## config.mk

```make
export PLATFORM = sky130hd
export DESIGN_NAME = buscmd_gen
export DESIGN_NICKNAME = d
export VERILOG_FILES = /design/src/rtl/buscmd_pkg.sv /design/src/rtl/buscmd_decode.sv /design/src/rtl/buscmd_seq.sv /design/src/rtl/buscmd_drive.sv /design/src/rtl/buscmd_gen.sv
export SDC_FILE = /design/constraint.sdc
export NUM_CORES = 1
export LEC_CHECK = 0
export ABC_CLOCK_PERIOD_IN_PS = 6300
export BUFFER_PORTS_ARGS = -buffer_cell sky130_fd_sc_hd__buf_2
export CAP_MARGIN = 10
export CORE_AREA = 10 10 47 49
export CTS_CLUSTER_DIAMETER = 150
export CTS_CLUSTER_SIZE = 12
export DETAILED_ROUTE_END_ITERATION = 10
export DIE_AREA = 0 0 57 59
export GPL_TIMING_DRIVEN = 0
export PLACE_DENSITY = 0.7
export SYNTH_ARGS = -nofsm -noshare
export SYNTH_HDL_FRONTEND = slang
export SYNTH_HIERARCHICAL = 1
export SYNTH_SLANG_ARGS = --single-unit
```

## constraint.sdc

```tcl
create_clock -name clk_i -period 6.3 [get_ports clk_i]
set_input_delay 0.63 -clock clk_i [delete_from_list [all_inputs] [get_ports clk_i]]
set_output_delay 0.63 -clock clk_i [all_outputs]
set_load 0.1 [all_outputs]
```

## src/rtl/buscmd_pkg.sv

```systemverilog
package buscmd_pkg;

    localparam int STAT_W = 3;
    localparam int NCMD   = 5;

    localparam logic [STAT_W-1:0] CODE_INTA  = 3'b000;
    localparam logic [STAT_W-1:0] CODE_IORD  = 3'b001;
    localparam logic [STAT_W-1:0] CODE_IOWR  = 3'b010;
    localparam logic [STAT_W-1:0] CODE_HALT  = 3'b011;
    localparam logic [STAT_W-1:0] CODE_FETCH = 3'b100;
    localparam logic [STAT_W-1:0] CODE_MRD   = 3'b101;
    localparam logic [STAT_W-1:0] CODE_MWR   = 3'b110;
    localparam logic [STAT_W-1:0] CODE_IDLE  = 3'b111;

    localparam int SEL_MRD  = 0;
    localparam int SEL_MWR  = 1;
    localparam int SEL_IORD = 2;
    localparam int SEL_IOWR = 3;
    localparam int SEL_INTA = 4;

    typedef enum logic [1:0] {
        SQ_WAIT = 2'd0,
        SQ_IDLE = 2'd1,
        SQ_ADDR = 2'd2,
        SQ_CMD  = 2'd3
    } seq_e;

    typedef struct packed {
        seq_e              st;
        logic [STAT_W-1:0] kind;
    } seq_s;

    typedef struct packed {
        logic            ale;
        logic            en;
        logic            dir;
        logic [NCMD-1:0] cmd_n;
    } drv_s;

endpackage

```

## src/rtl/buscmd_decode.sv

```systemverilog
module buscmd_decode
    import buscmd_pkg::*;
(
    input  logic [STAT_W-1:0] code_i,
    output logic [NCMD-1:0]   sel_o,
    output logic              rd_o
);

    always_comb begin
        sel_o = '0;
        rd_o  = 1'b0;
        unique case (code_i)
            CODE_INTA: begin
                sel_o[SEL_INTA] = 1'b1;
                rd_o            = 1'b1;
            end
            CODE_IORD: begin
                sel_o[SEL_IORD] = 1'b1;
                rd_o            = 1'b1;
            end
            CODE_IOWR: begin
                sel_o[SEL_IOWR] = 1'b1;
            end
            CODE_FETCH, CODE_MRD: begin
                sel_o[SEL_MRD] = 1'b1;
                rd_o           = 1'b1;
            end
            CODE_MWR: begin
                sel_o[SEL_MWR] = 1'b1;
            end
            default: begin
                sel_o = '0;
                rd_o  = 1'b0;
            end
        endcase
    end

endmodule

```

## src/rtl/buscmd_seq.sv

```systemverilog
module buscmd_seq
    import buscmd_pkg::*;
(
    input  logic              clk_i,
    input  logic              rst_ni,
    input  logic [STAT_W-1:0] stat_i,
    output seq_s              nxt_o
);

    seq_s seq_d, seq_q;
    logic passive;

    assign passive = (stat_i == CODE_IDLE);

    always_comb begin
        seq_d = seq_q;
        unique case (seq_q.st)
            SQ_WAIT: begin
                if (passive) seq_d.st = SQ_IDLE;
            end
            SQ_IDLE: begin
                if (!passive) begin
                    seq_d.st   = SQ_ADDR;
                    seq_d.kind = stat_i;
                end
            end
            SQ_ADDR: begin
                seq_d.st = passive ? SQ_IDLE : SQ_CMD;
            end
            SQ_CMD: begin
                if (passive) seq_d.st = SQ_IDLE;
            end
            default: seq_d.st = SQ_WAIT;
        endcase
        if (seq_d.st == SQ_IDLE) seq_d.kind = CODE_IDLE;
    end

    always_ff @(posedge clk_i or negedge rst_ni) begin
        if (!rst_ni) begin
            seq_q.st   <= SQ_WAIT;
            seq_q.kind <= CODE_IDLE;
        end else begin
            seq_q <= seq_d;
        end
    end

    assign nxt_o = seq_d;

endmodule

```

## src/rtl/buscmd_drive.sv

```systemverilog
module buscmd_drive
    import buscmd_pkg::*;
(
    input  logic            clk_i,
    input  logic            rst_ni,
    input  seq_e            st_i,
    input  logic [NCMD-1:0] sel_i,
    input  logic            rd_i,
    output drv_s            drv_o
);

    drv_s drv_d, drv_q;
    logic [NCMD-1:0] cmd_n_d;
    logic in_cyc, in_cmd;

    assign in_cyc = (st_i == SQ_ADDR) || (st_i == SQ_CMD);
    assign in_cmd = (st_i == SQ_CMD);

    for (genvar g = 0; g < NCMD; g++) begin : g_strobe
        assign cmd_n_d[g] = ~(in_cmd & sel_i[g]);
    end

    always_comb begin
        drv_d       = drv_q;
        drv_d.ale   = (st_i == SQ_ADDR);
        drv_d.cmd_n = cmd_n_d;
        drv_d.en    = in_cmd & (|sel_i);
        drv_d.dir   = ~(in_cyc & rd_i);
    end

    always_ff @(posedge clk_i or negedge rst_ni) begin
        if (!rst_ni) begin
            drv_q.ale   <= 1'b0;
            drv_q.en    <= 1'b0;
            drv_q.dir   <= 1'b1;
            drv_q.cmd_n <= '1;
        end else begin
            drv_q <= drv_d;
        end
    end

    assign drv_o = drv_q;

endmodule

```

## src/rtl/buscmd_gen.sv

```systemverilog
module buscmd_gen
    import buscmd_pkg::*;
(
    input  logic              clk_i,
    input  logic              rst_ni,
    input  logic [STAT_W-1:0] cpu_stat_i,
    output logic              addr_stb_o,
    output logic              xcvr_en_o,
    output logic              xcvr_dir_o,
    output logic              mem_rd_n_o,
    output logic              mem_wr_n_o,
    output logic              io_rd_n_o,
    output logic              io_wr_n_o,
    output logic              irq_ack_n_o
);

    seq_s            nxt;
    logic [NCMD-1:0] sel;
    logic            rd;
    drv_s            drv;

    buscmd_seq u_seq (
        .clk_i  (clk_i),
        .rst_ni (rst_ni),
        .stat_i (cpu_stat_i),
        .nxt_o  (nxt)
    );

    buscmd_decode u_dec (
        .code_i (nxt.kind),
        .sel_o  (sel),
        .rd_o   (rd)
    );

    buscmd_drive u_drv (
        .clk_i  (clk_i),
        .rst_ni (rst_ni),
        .st_i   (nxt.st),
        .sel_i  (sel),
        .rd_i   (rd),
        .drv_o  (drv)
    );

    assign addr_stb_o  = drv.ale;
    assign xcvr_en_o   = drv.en;
    assign xcvr_dir_o  = drv.dir;
    assign mem_rd_n_o  = drv.cmd_n[SEL_MRD];
    assign mem_wr_n_o  = drv.cmd_n[SEL_MWR];
    assign io_rd_n_o   = drv.cmd_n[SEL_IORD];
    assign io_wr_n_o   = drv.cmd_n[SEL_IOWR];
    assign irq_ack_n_o = drv.cmd_n[SEL_INTA];

endmodule

```

==> impl_metrics.json <==
{
  "synth.top_cell.area_share_pct": 39.29,
  "row_count": 14,
  "drt-pass1-iter-count": 4,
  "cp.arrival_ns": 2.88,
  "synth_xor_area_share_pct": 0,
  "drcViolationCount": 0,
  "endpoint_kind": "flop",
  "synth.distinct_cells": 22,
  "synthSimpleGateAreaFrac_pct": 22.45,
  "netlist_top_cells_area": "dfstp_2 (39%), dfrtp_1 (17%), ha_1 (6.2%)",
  "die_w_um": 57,
  "fin_setup_tns_ns": 0,
  "cts_hold_buf": 0,
  "grt_util_all_layers_pct": 6.600,
  "area_growth_pct": 17.67,
  "hold_viol": 0,
  "numCtsBuffers": 3,
  "synth_top_area_cell": "dfstp_2",
  "ys_seq_area_share_pct": 55.93,
  "drt_iter0_markers": 3,
  "viasPerCell": 5.207,
  "root_buffer": "clkbuf_4",
  "relSlewSlack_pct": 66.86,
  "port_buffers": 12,
  "synth_top_family_by_area": "simple AND/OR/NAND/NOR gates",
  "clkSlewWorstSetupHoldPaths_ns": 0.07,
  "nNetsFinal": 80,
  "synth_edf_count": 0,
  "period_share_pct": 43.14,
  "drt-total-wl_um": 1079,
  "place.detailed.hpwl_um": 818.2,
  "avgRoutedWirePerCell_um": 12.40,
  "clk-insertion-delay-late_ns": 0.26,
  "report.final.setup_viol": 0,
  "cts_setup_buffers": 0,
  "syn_inst": 55,
  "grt_pass1_wl_um": 1835,
  "routabilityCongestion": 0.6940,
  "clock_path_buffers": 2,
  "fmax_mhz": 367.9,
  "core_um2": 1401,
  "drt.antenna.violating_nets": 0,
  "antenna_found_initial": 0,
  "synth_most_common_cell": "nand2_1",
  "antenna_cells": 0,
  "grt_overflow_total": 0,
  "synthFlopType": "dfstp_2",
  "synthMuxAreaShare_pct": 0,
  "grt_start_max_net_pins": 14,
  "die_area_um2": 3363,
  "die_h_um": 59,
  "start_util_pct": 42.95,
  "synth_area_um2": 601.8,
  "clock-sinks": 13,
  "max_cap_violations": 0,
  "rsz0062_at_grt": "false",
  "async_flop_share_pct": 100.0,
  "critPathLaunchType": "flop",
  "pin_count": 13,
  "drv_slew": 0,
  "clock_skew_ns": 0.0006387,
  "worst_pin_slew_ns": 0.4907,
  "required_ns": 6.46,
  "synth.avg_cell_area_um2": 10.94,
  "ctsResizeCount": 0,
  "synth_nets": 63,
  "synthTopCellsByCount": "nand2_1 (10), dfstp_2 (9), dfrtp_1 (4), inv_1 (4)",
  "grt_pass1_vias": 431,
  "run_status": "completed",
  "fin_crit_ns": 2.718,
  "synthAdderAreaFrac_pct": 6.237,
  "drive_above_1_share_pct": 38.03,
  "crit_type": "reg -> reg",
  "yosysWarningCount": 6,
  "cts_tree": "yes",
  "hp-class": "in -> async",
  "synth_compound_area_share_pct": 12.27,
  "ys_ff_latch": 13,
  "cts_max_level": 1,
  "fin_area_um2": 708.2,
  "placed_cell_area_um2": 681.9,
  "vias": 453,
  "crit_fanout": 7
}
area by class of cell:
type,count,area [µm²]
well taps,16,20.02
plain buffers,1,3.754
flip-flops and latches,13,336.6
repair buffers,12,60.06
inverters,4,15.01
multi-input cells,37,246.5
clock buffers,4,26.28
fillers,129,693.2
cells by family (layout without fill, tap and decap cells):
family                   after synthesis  after routing
AND/OR/NAND/NOR                       23             23
AO/OA/AOI/OAI                         11             11
adder cells (fa/ha/maj)                3              3
buffers and inverters                  5             21
flip-flops                            13             13
per-layer routing:
metal,global-route usage [%],up-vias,wire [µm]
met5,0,-,0
li1,-,227,-
met2,11.47,9,578
met3,1.288,0,33
met4,5.034,0,0
met1,6.863,217,467
sequential cells by signal, summed over array words and instances, names as in the netlist:
name and cells:
u_drv/drv_o 8, u_seq/seq_q 5
worst paths after layout:
path / startpoint / to / slack [ns] / cells after the start
max in group asynchronous: rst_ni / u_drv/drv_o[2] / 5.80 / 1
hold / removal: rst_ni / u_drv/drv_o[7] / 0.23 / 1
hold reg to reg: u_seq/seq_q[0] / u_seq/seq_q[0] / 0.66 / 2
setup reg to reg: u_seq/seq_q[3] / u_drv/drv_o[6] / 3.58 / 8
min in group clk_i: u_seq/seq_q[0] / u_seq/seq_q[0] / 0.66 / 2
setup / recovery: u_seq/seq_q[3] / u_drv/drv_o[6] / 3.58 / 8
worst max-delay path, cell delays in order, from the launching register on:
cell	delay [ns]
dfrtp_1	0.42
inv_1	0.06
ha_1	0.33
a211oi_1	0.27
a41oi_1	0.15
o22ai_1	0.42
and3b_2	0.26
or4_1	0.53
o21a_1	0.18
layout by cell type, fill, tap and decap left out:
cell      netlist  routed
o21a_1          1       1
ha_1            3       3
or4_1           1       1
and3b_2         1       1
clkbuf_4        0       3
o22ai_1         3       3
dfrtp_1         4       4
clkbuf_1        1       2
inv_1           4       4
nor3b_1         1       1
buf_2           0      12
dfstp_2         9       9
nand2_1        10      10
a22o_1          1       1
and2_1          1       1
a41oi_1         1       1
nor3b_2         1       1
nand4_1         2       2
nor3_1          1       1
and2b_2         1       1
a21oi_1         3       3
nor2b_1         2       2
and2b_1         2       2
a211oi_1        2       2
stage by stage:
step | std cells | hold slack [ns] | worst slack, ns | util (%)
floorplan | 55 | 0.3344 | 3.841 | -
global placement | 83 | 0.5192 | 3.589 | 48.66
detailed placement | 83 | 0.5212 | 3.596 | 48.66
CTS | 87 | 0.2304 | 3.586 | 50.54
global route | 87 | 0.2313 | 3.369 | 50.54
finish | 87 | 0.2284 | 3.582 | 50.54
Power is left out: the tool's default activity adds up to more than one toggle a clock period on the data nets, which glitch-free logic cannot reach.
